$ cat src/rtl/cfg_access_pkg.sv
package cfg_access_pkg;

  localparam int unsigned DATA_W = 32;
  localparam int unsigned LANES  = DATA_W / 8;

  typedef enum logic [1:0] {
    SZ_BYTE  = 2'd0,
    SZ_WORD  = 2'd1,
    SZ_DWORD = 2'd2,
    SZ_RSVD  = 2'd3
  } acc_size_e;

  typedef enum logic {
    PORT_LATCH  = 1'b0,
    PORT_WINDOW = 1'b1
  } acc_port_e;

  // lanes covered by an access of this size, starting at lane 0
  function automatic logic [LANES-1:0] size_lanes(acc_size_e sz);
    case (sz)
      SZ_BYTE:  return LANES'(4'b0001);
      SZ_WORD:  return LANES'(4'b0011);
      SZ_DWORD: return LANES'(4'b1111);
      default:  return '0;
    endcase
  endfunction

  // size/offset combinations that stay within one dword
  function automatic logic shape_ok(acc_size_e sz, logic [1:0] off);
    case (sz)
      SZ_BYTE:  return 1'b1;
      SZ_WORD:  return off != 2'd3;
      SZ_DWORD: return off == 2'd0;
      default:  return 1'b0;
    endcase
  endfunction

  function automatic logic [DATA_W-1:0] size_bits(acc_size_e sz);
    logic [LANES-1:0] l;
    logic [DATA_W-1:0] m;
    l = size_lanes(sz);
    for (int k = 0; k < int'(LANES); k++) m[8*k +: 8] = {8{l[k]}};
    return m;
  endfunction

endpackage

$ cat src/rtl/cfg_addr_latch.sv
module cfg_addr_latch #(
  parameter int unsigned W = 32
) (
  input  logic         clk_i,
  input  logic         rst_ni,
  input  logic         wr_i,
  input  logic [W-1:0] wdata_i,
  output logic [W-1:0] q_o,
  output logic         en_o,
  output logic         aligned_o,
  output logic [7:0]   bus_o,
  output logic [7:0]   devfn_o,
  output logic [5:0]   dw_off_o
);

  localparam int unsigned EN_BIT = W - 1;

  logic [W-1:0] q;

  always_ff @(posedge clk_i or negedge rst_ni) begin
    if (!rst_ni)   q <= '0;
    else if (wr_i) q <= wdata_i;
  end

  assign q_o       = q;
  assign en_o      = q[EN_BIT];
  assign aligned_o = (q[1:0] == 2'b00);
  assign bus_o     = q[23:16];
  assign devfn_o   = q[15:8];
  assign dw_off_o  = q[7:2];

endmodule

$ cat src/rtl/cfg_window_check.sv
module cfg_window_check
  import cfg_access_pkg::*;
#(
  parameter  int unsigned BUS_IDX_W = 1,
  localparam int unsigned NUM_TGT   = (1 << BUS_IDX_W) * 256,
  localparam int unsigned IDX_W     = BUS_IDX_W + 8
) (
  input  logic               en_i,
  input  logic               aligned_i,
  input  logic [7:0]         bus_i,
  input  logic [7:0]         devfn_i,
  input  logic [NUM_TGT-1:0] present_i,
  input  acc_size_e          size_i,
  input  logic [1:0]         addr_i,
  output logic               hit_o,
  output logic [LANES-1:0]   be_o
);

  logic             bus_in_range;
  logic [IDX_W-1:0] idx;
  logic             tgt_here;
  logic             shape;

  assign bus_in_range = ((bus_i >> BUS_IDX_W) == 8'd0);
  assign idx          = {bus_i[BUS_IDX_W-1:0], devfn_i};
  assign tgt_here     = bus_in_range && present_i[idx];
  assign shape        = shape_ok(size_i, addr_i);

  assign hit_o = en_i && aligned_i && tgt_here && shape;
  assign be_o  = shape ? (size_lanes(size_i) << addr_i) : '0;

endmodule

$ cat src/rtl/cfg_lane_align.sv
module cfg_lane_align
  import cfg_access_pkg::*;
(
  input  logic [1:0]        addr_i,
  input  acc_size_e         size_i,
  input  logic [DATA_W-1:0] wdata_i,
  input  logic [DATA_W-1:0] rdata_i,
  output logic [DATA_W-1:0] lane_wdata_o,
  output logic [DATA_W-1:0] rdata_o
);

  logic [LANES-1:0] keep;
  logic [4:0]       shamt;

  assign keep         = size_lanes(size_i);
  assign shamt        = {addr_i, 3'b000};
  assign lane_wdata_o = (wdata_i & size_bits(size_i)) << shamt;

  // result byte k comes from target lane addr+k
  for (genvar k = 0; k < int'(LANES); k++) begin : g_rd_lane
    logic [2:0] src;
    assign src = 3'(k) + {1'b0, addr_i};
    always_comb begin
      rdata_o[8*k +: 8] = 8'h00;
      if (keep[k] && src < 3'(LANES)) rdata_o[8*k +: 8] = rdata_i[8*src[1:0] +: 8];
    end
  end

endmodule

$ cat src/rtl/cfg_access_decoder.sv
module cfg_access_decoder
  import cfg_access_pkg::*;
#(
  parameter  int unsigned BUS_IDX_W = 1,
  localparam int unsigned NUM_TGT   = (1 << BUS_IDX_W) * 256
) (
  input  logic               clk_i,
  input  logic               rst_ni,
  input  logic               req_valid_i,
  output logic               req_ready_o,
  input  logic               req_port_i,
  input  logic               req_write_i,
  input  logic [1:0]         req_addr_i,
  input  logic [1:0]         req_size_i,
  input  logic [31:0]        req_wdata_i,
  output logic               rsp_valid_o,
  output logic [31:0]        rsp_rdata_o,
  input  logic [NUM_TGT-1:0] present_i,
  output logic               tgt_sel_o,
  output logic               tgt_we_o,
  output logic [7:0]         tgt_bus_o,
  output logic [7:0]         tgt_devfn_o,
  output logic [7:0]         tgt_off_o,
  output logic [3:0]         tgt_be_o,
  output logic [31:0]        tgt_wdata_o,
  input  logic [31:0]        tgt_rdata_i
);

  acc_size_e         sz;
  acc_port_e         port;
  logic              acc_latch, acc_win, latch_wr;
  logic [DATA_W-1:0] latch_q, latch_rd, win_rd, rd_next;
  logic              lat_en, lat_aligned, win_hit;
  logic [5:0]        lat_dw_off;
  logic [LANES-1:0]  win_be;

  assign sz          = acc_size_e'(req_size_i);
  assign port        = acc_port_e'(req_port_i);
  assign req_ready_o = 1'b1;
  assign acc_latch   = req_valid_i && (port == PORT_LATCH);
  assign acc_win     = req_valid_i && (port == PORT_WINDOW);
  assign latch_wr    = acc_latch && req_write_i && (sz == SZ_DWORD);

  cfg_addr_latch #(.W(DATA_W)) u_latch (
    .clk_i     (clk_i),
    .rst_ni    (rst_ni),
    .wr_i      (latch_wr),
    .wdata_i   (req_wdata_i),
    .q_o       (latch_q),
    .en_o      (lat_en),
    .aligned_o (lat_aligned),
    .bus_o     (tgt_bus_o),
    .devfn_o   (tgt_devfn_o),
    .dw_off_o  (lat_dw_off)
  );

  cfg_window_check #(.BUS_IDX_W(BUS_IDX_W)) u_check (
    .en_i      (lat_en),
    .aligned_i (lat_aligned),
    .bus_i     (tgt_bus_o),
    .devfn_i   (tgt_devfn_o),
    .present_i (present_i),
    .size_i    (sz),
    .addr_i    (req_addr_i),
    .hit_o     (win_hit),
    .be_o      (win_be)
  );

  cfg_lane_align u_align (
    .addr_i       (req_addr_i),
    .size_i       (sz),
    .wdata_i      (req_wdata_i),
    .rdata_i      (tgt_rdata_i),
    .lane_wdata_o (tgt_wdata_o),
    .rdata_o      (win_rd)
  );

  assign tgt_sel_o = acc_win && win_hit;
  assign tgt_we_o  = tgt_sel_o && req_write_i;
  assign tgt_off_o = {lat_dw_off, req_addr_i};
  assign tgt_be_o  = tgt_sel_o ? win_be : '0;

  assign latch_rd = (sz == SZ_DWORD) ? latch_q : '0;

  always_comb begin
    rd_next = '0;
    if (!req_write_i) begin
      if (port == PORT_LATCH) rd_next = latch_rd;
      else if (win_hit)       rd_next = win_rd;
    end
  end

  always_ff @(posedge clk_i or negedge rst_ni) begin
    if (!rst_ni) begin
      rsp_valid_o <= 1'b0;
      rsp_rdata_o <= '0;
    end else begin
      rsp_valid_o <= req_valid_i;
      if (req_valid_i) rsp_rdata_o <= rd_next;
    end
  end

endmodule

$ cat config.mk
export PLATFORM = sky130hd
export DESIGN_NAME = cfg_access_decoder
export DESIGN_NICKNAME = d
export VERILOG_FILES = /design/src/rtl/cfg_access_pkg.sv /design/src/rtl/cfg_addr_latch.sv /design/src/rtl/cfg_window_check.sv /design/src/rtl/cfg_lane_align.sv /design/src/rtl/cfg_access_decoder.sv
export SDC_FILE = /design/constraint.sdc
export NUM_CORES = 1
export LEC_CHECK = 0
export BUFFER_PORTS_ARGS = -buffer_cell sky130_fd_sc_hd__buf_2
export CAP_MARGIN = 20
export CORE_AREA = 5 5 260 262
export CTS_CLUSTER_DIAMETER = 150
export CTS_CLUSTER_SIZE = 40
export DETAILED_ROUTE_END_ITERATION = 7
export DIE_AREA = 0 0 265 267
export MAX_ROUTING_LAYER = met4
export PLACE_DENSITY = 0.33
export SLEW_MARGIN = 40
export SYNTH_ARGS = -nofsm -noshare
export SYNTH_HDL_FRONTEND = slang
export SYNTH_SLANG_ARGS = --single-unit
$ cat constraint.sdc
create_clock -name clk_i -period 6.1 [get_ports clk_i]
set_clock_uncertainty 0.05 [all_clocks]
set_input_delay 0.305 -clock clk_i [delete_from_list [all_inputs] [get_ports clk_i]]
set_output_delay 0.305 -clock clk_i [all_outputs]
set_load 0.03 [all_outputs]
==> key figures, run 1 <==
Timing
  – Max-slew violation count: 0
  – Max Freq: 209 MHz
  – Slew HR: 42.5%
  – Setup Viol. Count Final: 0
  – Fin crit period: 4780 ps
  – RSZ-0062 raised after global routing: false
  – Final hold slack: 194 ps
  – Post-Route Setup TNS: 0 ps
  – Number of hold violations in the final report: 0
  – Worst-Margin Slew: 857 ps
  – Final period util: 78.3%

Logic synthesis
  – Part of the Yosys area used for sequential elements: 18.1%
  – Synth Warn #: 0
  – Synth Register Bits: 65
  – Leading area contributor after synthesis: mux4_2
  – Count leader, synth: mux4_2
  – Post-Synthesis Cell Area: 8970 µm²
  – Area contributors post-synth: mux4_2, dfrtp_1, mux4_1
  – Synth cell count leaders: mux4_2, nand2_1, dfrtp_1
  – EDFF count, synth: 0
  – Post-synth ARST share: 100%
  – Post-synth top area share: 27.1%
  – Distinct cells, synth: 54
  – Syn Inst Count: 779
  – Syn nets: 1,370
  – Synthesized area per cell: 11.5 µm²
  – Post-synth top flop: dfrtp_1

Final layout
  – Final Net Count: 1,986
  – Fraction of layout cells with a size suffix above 1: 65.5%
  – Cell Count, Final, Fillers Out: 2,273
  – Area Growth Syn to Fin: 48.9%
  – Fillers: 7,297
  – Cell area after layout: 13,400 µm²
  – Area of the multi-input gates: 6680 µm²
  – Area occupied by registers: 1640 µm²

Status
  – Status: finished, final reports clean

Critical path
  – Arrival time at the worst endpoint: 4420 ps
  – CP Launch Type: flip-flop
  – Crit end category: output port
  – Worst Path Required: 5740 ps
  – Critical path peak fanout: 51
  – Setup CP Type: flip-flop to output port

Power and ir drop
  – Power Total: 2.92 mW
  – Max VDD drop: 0.000125 V
  – Leakage: 6.12 nW
  – PwrDens: 218 nW/µm²

Floorplan
  – Core area: 65,200 µm²
  – Die extent in y: 267 µm
  – Initial Util: 13.8%
  – Area of the die: 70,800 µm²
  – Die Width: 265 µm
  – Ports: 681
  – Row cnt: 94

Placed design
  – Post-DP Area: 13,000 µm²
  – Inst Count DP: 2,245
  – Placer Congestion: 0.921
  – IO Port Bufs: 679
  – HPWL Detailed: 52,100 µm

Global route
  – Pin count of the biggest net entering global routing: 57
  – Total GRT Usage: 16.8%
  – Gr ovfl total: 0
  – Number of global-route vias before repair: 10.7k
  – Initial antenna violation count: 17
  – First-pass GRT wire length: 83,800 µm

Detailed routing
  – Drt pass-1 iters: 5
  – Drt initial violations: 455
  – Via count: 9,924
  – Via density: 4.37
  – Post-route ant nets: 0
  – Drt wl/cell: 26.8 µm
  – DRC viols: 0
  – Final WL: 61,000 µm

Clock tree
  – TritonCTS clock tree: done
  – Root Buffer: clkbuf_16
  – CTS Sinks: 65
  – Clock tree buffer depth: 2
  – Reg clk slew, reported paths: 60 ps
  – H-tree level count: 3
  – Setup Buffers After CTS: 0
  – Worst-Skew Late Latency: 340 ps
  – Inserted Clock Buffers: 9

Run
  – Max Cap Viol: 0

Min path
  – Hold crit path type: input port to flip-flop
[cells by family (layout without fill, tap and decap cells)]
kind of cell             after synthesis  after routing  synth area share (%)
adder cells (fa/ha/maj)                6              6                 0.837
buffers and inverters                105            724                  7.74
AND/OR/NAND/NOR                      211            211                  12.1
other                                  1             12                0.0418
AO/OA/AOI/OAI                        167            167                  12.8
multiplexers                         224            224                  48.3
flip-flops                            65             65                  18.1
[report_power, final]
part | switching [mW] | internal, mW | leakage, nW
logic | 0.922 | 0.825 | 5.15
registers | 0.195 | 0.490 | 0.843
clock network | 0.203 | 0.282 | 0.123
total | 1.32 | 1.60 | 6.12
[critical path, stage by stage (launching register included)]
cell,delay (ps)
dfrtp_4,890
buf_4,360
nor2b_1,700
nand2_1,180
o22ai_1,200
a211oi_1,90
a211oi_1,690
a32oi_4,370
inv_2,150
and3_1,160
buf_2,190
[worst paths after layout]
check / cells after the start / endpoint / startpoint / slack, ps
worst max-delay path: 10 / tgt_be_o[1] / u_latch.q_o[9] / 1320
worst min-delay path: 2 / u_latch.q_o[27] / req_wdata_i[27] / 190
worst max register to register: 10 / rsp_rdata_o[3] / u_latch.q_o[10] / 1760
worst min register to register: 2 / rsp_rdata_o[25] / u_latch.q_o[25] / 440
max in group asynchronous: 3 / u_latch.q_o[12] / rst_ni / 4640
min in group asynchronous: 2 / u_latch.q_o[27] / rst_ni / 420
[stage by stage]
stage               worst slack, ps  utilization, %
detailed placement             1500            19.9
global route                   1150            20.5
global placement               1320            19.9
finish                         1320            20.5
floorplan                      2820               -
CTS                            1180            20.4
[sequential cells by signal (all words and copies together), names as in the netlist]
name         flops
rsp_rdata_o     32
u_latch.q_o     32
rsp_valid_o      1
[area by class of cell]
type	count	area share (%)
antenna	11	0.206
clock buffer	10	1.79
clock inverter	4	0.234
inverter	9	0.253
multi-input combinational	609	50.0
sequential	65	12.3
tap	864	8.09
timing repair buffer	701	27.1
[timing repair]
item                                   CTS  global route
hold buffers                             1             0
gates resized for setup                  0             0
endpoints found under the hold margin   32             0
[cells in the final DEF, fill, tap and decap left out, types with 5 or more instances in the layout]
cell / n
and2_1: 16
mux4_2: 108
o21ai_0: 22
mux2i_1: 31
dfrtp_1: 60
mux4_1: 33
a2bb2oi_1: 6
buf_4: 17
o21ai_2: 28
mux2_2: 42
ha_1: 5
buf_2: 678
a31oi_1: 6
and2b_1: 20
mux4_4: 10
nand3_1: 10
clkbuf_16: 9
nand2b_1: 17
o22ai_1: 12
inv_1: 8
a21oi_1: 45
nor2_1: 22
nor2b_1: 25
a22oi_1: 24
diode_2: 11
nor3_1: 10
nand2_1: 74
[metal layers]
layer  vias up  routed length [µm]  track usage [%]
met5         -                   0                -
met4         0                 632             2.35
met3        30                4520             4.13
met2       467               29300             26.9
met1      5061               26500             22.3
li1       4366                   -                -
(Power assumes the default switching activity.)
==> run 2: changes to the inputs <==
==> constraint.sdc (replaced) <==
create_clock -name clk_i -period 4.49 [get_ports clk_i]
set_clock_uncertainty 0.05 [all_clocks]
set_input_delay 0.2245 -clock clk_i [delete_from_list [all_inputs] [get_ports clk_i]]
set_output_delay 0.2245 -clock clk_i [all_outputs]
set_load 0.03 [all_outputs]
==> run 2 against run 1 <==
Final cell count is 1.3% higher. Non-clock buffer count grew 26. Worst hold slack got worse by 100 ps. Count of clock-buffer cells in the layout did not move. Sequential power is 32% higher. Register-to-register slack got worse by 1000 ps. Power rose by 43%. Critical path type unchanged.
==> key figures, run 2 (synthesis results as in run 1) <==
Detailed routing
  – Post-route ant nets: 0 (unchanged)
  – Metal3 WL: 3550 µm (-22%)
  – Top layer used by detailed routing: met4
  – Via density: 4.37 (+0.17%)
  – Met1 WL: 28,200 µm (+6.2%)
  – Routed length on met2: 30,200 µm (+3.0%)
  – Drt pass-1 iters: 4 (-1)
  – Drt wl/cell: 27.2 µm (+1.2%)
  – DRC viols: 0 (unchanged)
  – Final WL: 62,500 µm (+2.5%)
  – Via count: 10.1k (+1.5%)
  – Drt initial violations: 518 (+14%)

Status
  – Status: finished, final reports clean

Critical path
  – Crit path cell chain: buf_12 -> buf_4 -> mux4_2 -> mux2i_2 -> o211ai_1 -> nor4_1 -> a31oi_1 -> a32oi_4 -> buf_4 -> inv_2 -> and3_1 -> buf_2
  – CP Launch Type: flip-flop
  – R2R cell count: 11 (+1)
  – Critical path peak fanout: 20 (-61%)
  – FF-to-FF End: rsp_rdata_o[0]
  – Crit end category: output port
  – Slowest stage delay, CP: 670 ps (-220 ps)
  – Setup CP Type: flip-flop to output port
  – Worst Path Required: 4220 ps (-1520 ps)
  – Slowest cell on crit path: dfrtp_4
  – Reg-to-reg setup timing slack: 740 ps (-1020 ps)
  – RR Startpoint: u_latch.q_o[9]
  – Worst path most repeated cell: buf_4
  – Arrival time at the worst endpoint: 3930 ps (-490 ps)

Run
  – Max Cap Viol: 0 (unchanged)

Timing
  – RSZ-0062 raised after global routing: false
  – Setup Viol. Count Final: 0 (unchanged)
  – Fin crit period: 4210 ps
  – Max-slew violation count: 0 (unchanged)
  – Number of hold violations in the final report: 0 (unchanged)
  – Max Freq: 238 MHz
  – Final period util: 93.7%
  – Slew HR: 43.8% (+1.3 points)
  – Post-Route Setup TNS: 0 ps (unchanged)
  – Worst-Margin Slew: 841 ps (-15.3 ps)

Final layout
  – Commonest cells after routing, fill and taps aside: buf_2, mux4_2, nand2_1
  – Area Growth Syn to Fin: 52.1%
  – Commonest non-fill, non-tap cell in the layout: buf_2
  – Final Net Count: 2,012 (+1.3%)
  – Fraction of layout cells with a size suffix above 1: 66.3% (+0.75 points)
  – Fillers: 7,334 (+0.51%)

Min path
  – Min-delay src: req_wdata_i[25]
  – Hold path depth: 2 (unchanged)
  – Worst Hold End: u_latch.q_o[25]
  – Hold crit path type: input port to flip-flop

Power and ir drop
  – Power Total: 4.17 mW (+43%)
  – Leakage: 6.29 nW (+2.9%)
  – Max VDD drop: 0.000165 V (+32%)
  – PwrDens: 305 nW/µm² (+40%)

Clock tree
  – H-tree level count: 3 (unchanged)
  – Worst-Skew Late Latency: 350 ps (about the same)
  – Clock tree buffer depth: 2 (unchanged)
  – Root Buffer: clkbuf_16
  – Reg clk slew, reported paths: 60 ps (about the same)
  – CTS Sinks: 65 (unchanged)
  – Inserted Clock Buffers: 9 (unchanged)
  – TritonCTS clock tree: done

Global route
  – Total GRT Usage: 17.0% (+0.18 points)
  – Pin count of the biggest net entering global routing: 56 (-1.8%)
  – Number of global-route vias before repair: 10.8k (+1.1%)
  – Gr ovfl total: 0 (unchanged)
  – First-pass GRT wire length: 84,200 µm (+0.51%)
  – Initial antenna violation count: 19 (+2)

Floorplan
  – Die Width: 265 µm (unchanged)
  – Area of the die: 70,800 µm² (unchanged)
  – Die extent in y: 267 µm (unchanged)
  – Initial Util: 13.8% (unchanged)
  – Core area: 65,200 µm² (unchanged)
  – Row cnt: 94 (unchanged)
  – Ports: 681 (unchanged)

Placed design
  – Placer Congestion: 0.947 (+2.8%)
  – IO Port Bufs: 679 (unchanged)
  – HPWL Detailed: 53,300 µm (+2.3%)
==> run 2: cell count changes in the layout (fill, tap and decap cells not counted), sizes merged <==
cell,before,now
diode,11,12
inv,9,10
bufinv,0,1
buf,700,726
clkinv,1,4
clkinvlp,3,0
==> run 2: what timing repair did <==
item	4_1_cts	5_1_grt
buffers inserted	0	2
hold buffers	1	0
hold endpoints to repair	39	0
gates resized for setup	0	2
endpoints found under the setup margin	0	3
==> run 2: worst max path at each step <==
stage | from | endpoint | slack [ps] | depth (start not counted)
after floorplan | req_addr_i[0] | tgt_be_o[3] | 1370 | 12
after global placement | u_latch.q_o[8] | tgt_be_o[1] | 540 | 12
after detailed placement | u_latch.q_o[8] | tgt_be_o[1] | 490 | 12
after CTS | u_latch.q_o[8] | tgt_be_o[1] | 70 | 12
after global routing | u_latch.q_o[8] | tgt_be_o[1] | 140 | 12
final | u_latch.q_o[9] | tgt_be_o[1] | 280 | 12
==> run 2: area by class of cell <==
class	instances	area (µm²)	area share, %
clock inverters	6	66.3	0.486
well taps	864	1080	7.92
inverters	9	33.8	0.248
repair buffers	727	3870	28.4
diodes	12	30.0	0.220
clock buffers	10	239	1.75
multi-input cells	609	6680	49.0
flip-flops and latches	65	1640	12.0
==> run 2: power by group <==
part	switching (mW)	internal, mW	total (mW)
Clock	0.296	0.447	0.743
Combinational	1.33	1.19	2.52
Sequential	0.236	0.666	0.902
==> run 2: metal layers <==
| layer | global-route usage, % | up-vias |
|---|---|---|
| li1 | - | 4422 |
| met5 | - | - |
| met4 | 2.99 | 0 |
| met2 | 27.5 | 436 |
| met1 | 22.5 | 5179 |
| met3 | 3.37 | 31 |
==> run 2: critical path: cells and delay by family, from the launching register on <==
| family | cells | cell delay, ps |
|---|---|---|
| mux | 2 | 750 |
| simple gates | 2 | 620 |
| buf+inv | 5 | 1010 |
| compound gates | 3 | 490 |
| flops | 1 | 670 |
==> run 2: stage by stage <==
step	area, µm²	hold slack (ps)	std cells	util, %	setup WS (ps)
finish	13600	91.3	2302	20.9	281
global placement	13200	429	2270	20.3	542
global route	13600	87.0	2301	20.9	139
floorplan	8970	-121	779	-	1370
CTS	13500	82.6	2287	20.8	71.6
detailed placement	13200	227	2270	20.3	485
==> run 3: changes to the inputs <==
--- a/config.mk
+++ b/config.mk
@@ -13,7 +13,6 @@
 export DETAILED_ROUTE_END_ITERATION = 7
 export DIE_AREA = 0 0 265 267
 export MAX_ROUTING_LAYER = met4
-export PLACE_DENSITY = 0.33
 export SLEW_MARGIN = 40
 export SYNTH_ARGS = -nofsm -noshare
 export SYNTH_HDL_FRONTEND = slang
==> run 3 against run 2 <==
Non-clock buffer count increased by 5. Sequential share of layout area is 0.063 points lower. Highest routed layer unchanged. Utilization increased by 0.11 points. First-iteration DRC count is 37% higher. Largest cell class unchanged. Count of clock-buffer cells in the layout is 4 higher. Worst hold slack better by 26 ps. Sequential power rose by 2%.
==> key figures, run 3 (synthesis results as in run 1) <==
Detailed routing
  – Via density: 4.43 (+1.3%)
  – Drt wl/cell: 26.1 µm (-4.0%)
  – DRC viols: 0 (unchanged)
  – Final WL: 60,300 µm (-3.5%)
  – Via count: 10.2k (+1.8%)
  – Drt pass-1 iters: 7 (+3)
  – Drt initial violations: 710 (+37%)
  – Post-route ant nets: 0 (unchanged)

Clock tree
  – Root Buffer: clkbuf_16
  – Reg clk slew, reported paths: 60 ps (about the same)
  – CTS Sinks: 65 (unchanged)
  – H-tree level count: 3 (unchanged)
  – TritonCTS clock tree: done
  – Inserted Clock Buffers: 9 (unchanged)
  – Worst-Skew Late Latency: 330 ps (-20 ps)
  – Clock tree buffer depth: 2 (unchanged)

Timing
  – Final worst setup slack: 279 ps (-2.83 ps)
  – Fin crit period: 4210 ps (+2.83 ps)
  – Post-Route Setup TNS: 0 ps (unchanged)
  – Number of hold violations in the final report: 0 (unchanged)
  – Slew HR: 43.2% (-0.55 points)
  – Worst-Margin Slew: 852 ps (+10.1 ps)
  – Max Freq: 237 MHz (about the same)
  – Setup Viol. Count Final: 0 (unchanged)
  – Final period util: 93.8% (about the same)
  – Max-slew violation count: 0 (unchanged)
  – RSZ-0062 raised after global routing: false

Global route
  – Gr ovfl total: 0 (unchanged)
  – Total GRT Usage: 16.4% (-0.63 points)
  – Grt met3 use: 5.19% (+1.8 points)
  – Number of global-route vias before repair: 10.6k (-1.9%)
  – Met2 Use GR: 26.9% (-0.60 points)
  – First-pass GRT wire length: 80,800 µm (-4.1%)
  – Initial antenna violation count: 24 (+5)
  – GRT Max-Usage Layer: met2
  – Pin count of the biggest net entering global routing: 42 (-25%)
  – Met1 Use GR: 20.7% (-1.8 points)

Power and ir drop
  – Max VDD drop: 0.000194 V (+18%)
  – Power Total: 4.24 mW (+1.8%)
  – Leakage: 6.32 nW (+0.45%)
  – PwrDens: 309 nW/µm² (+1.2%)

Min path
  – Worst Hold End: u_latch.q_o[20]
  – Min-delay src: req_wdata_i[20]
  – Hold crit path type: input port to flip-flop
  – Hold path depth: 2 (unchanged)

Critical path
  – Worst Path Required: 4220 ps (about the same)
  – Arrival time at the worst endpoint: 3940 ps (about the same)
  – RR Startpoint: u_latch.q_o[8]
  – R2R cell count: 10 (-1)
  – Crit-path leading delay family: compound AO/OA/AOI/OAI gates
  – CP Launch Type: flip-flop
  – Worst path most repeated cell: buf_4
  – Setup CP Type: flip-flop to output port
  – Critical path peak fanout: 16 (-20%)
  – Worst path depth: 11 (-1)
  – Slowest cell on crit path: dfrtp_4
  – FF-to-FF End: rsp_rdata_o[17]
  – Slowest stage delay, CP: 740 ps (+70 ps)
  – Crit path cell chain: buf_4 -> mux4_2 -> a22oi_1 -> a21boi_0 -> nor4_2 -> buf_4 -> a31oi_1 -> a32oi_4 -> inv_2 -> and3_1 -> buf_2
  – Crit end category: output port
  – Reg-to-reg setup timing slack: 800 ps (+60 ps)
  – Buf/Inv on CP: 4 (-1)

Placed design
  – IO Port Bufs: 679 (unchanged)
  – Post-DP Area: 13,300 µm² (+0.36%)
  – DP Worst Slack: 209 ps (-276 ps)
  – Inst Count DP: 2,276 (+0.26%)
  – Placer Congestion: 0.956 (+0.99%)
  – HPWL Detailed: 51,900 µm (-2.6%)

Final layout
  – Final Net Count: 2,017 (+0.25%)
  – Area of the multi-input gates: 6700 µm² (+0.30%)
  – Area Growth Syn to Fin: 52.9%
  – Commonest non-fill, non-tap cell in the layout: buf_2
  – Cell area after layout: 13,700 µm² (+0.52%)
  – Commonest cells after routing, fill and taps aside: buf_2, mux4_2, nand2_1
  – Fraction of layout cells with a size suffix above 1: 66.4% (+0.12 points)
  – Fillers: 7,164 (-2.3%)
  – Area occupied by registers: 1640 µm² (unchanged)
  – Cell Count, Final, Fillers Out: 2,312 (+0.43%)

Run
  – Max Cap Viol: 0 (unchanged)

Floorplan
  – Die extent in y: 267 µm (unchanged)
  – Core area: 65,200 µm² (unchanged)
  – Area of the die: 70,800 µm² (unchanged)
  – Die Width: 265 µm (unchanged)
  – Initial Util: 13.8% (unchanged)
  – Row cnt: 94 (unchanged)
  – Ports: 681 (unchanged)

Status
  – Status: finished, final reports clean
[run 3: per-layer routing]
metal | share of wire [%] | up-vias
li1 | - | 4450
met1 | 41 | 5183
met2 | 48 | 576
met3 | 10 | 39
met4 | 1.1 | 0
met5 | 0 | -
[run 3: worst max-delay path by stage]
stage                              start  slack (ps)          end
after floorplan            req_addr_i[0]        1370  tgt_be_o[3]
after global placement    u_latch.q_o[8]         190  tgt_be_o[1]
after detailed placement  u_latch.q_o[8]         210  tgt_be_o[1]
after CTS                 u_latch.q_o[8]          10  tgt_be_o[1]
after global routing      u_latch.q_o[8]          70     tgt_we_o
final                     u_latch.q_o[8]         280  tgt_be_o[1]
[run 3: area by class of cell]
cell class / count / share of cell area (%)
sequential: 65 / 12.0
clock inverter: 2 / 0.438
multi-input combinational: 609 / 48.9
antenna: 17 / 0.310
tap: 864 / 7.88
timing repair buffer: 732 / 28.3
inverter: 9 / 0.246
clock buffer: 14 / 2.00
[run 3: metrics by stage]
step / utilization [%] / hold slack, ps
after CTS: 20.9 / 110
after floorplan: - / -121
after global routing: 21.0 / 116
after global placement: 20.3 / 222
after detailed placement: 20.4 / 229
final: 21.1 / 117
[run 3: what timing repair did]
action,CTS,global route
hold endpoints to repair,24,0
gates resized for setup,1,2
setup buffers,1,1
hold buffers,1,0
endpoints found under the setup margin,5,3
[run 3: report_power, final]
| group | switching, mW | internal, mW | total [mW] |
|---|---|---|---|
| registers | 0.251 | 0.666 | 0.916 |
| clock network | 0.257 | 0.532 | 0.790 |
| logic | 1.33 | 1.21 | 2.53 |
| total | 1.83 | 2.40 | 4.24 |
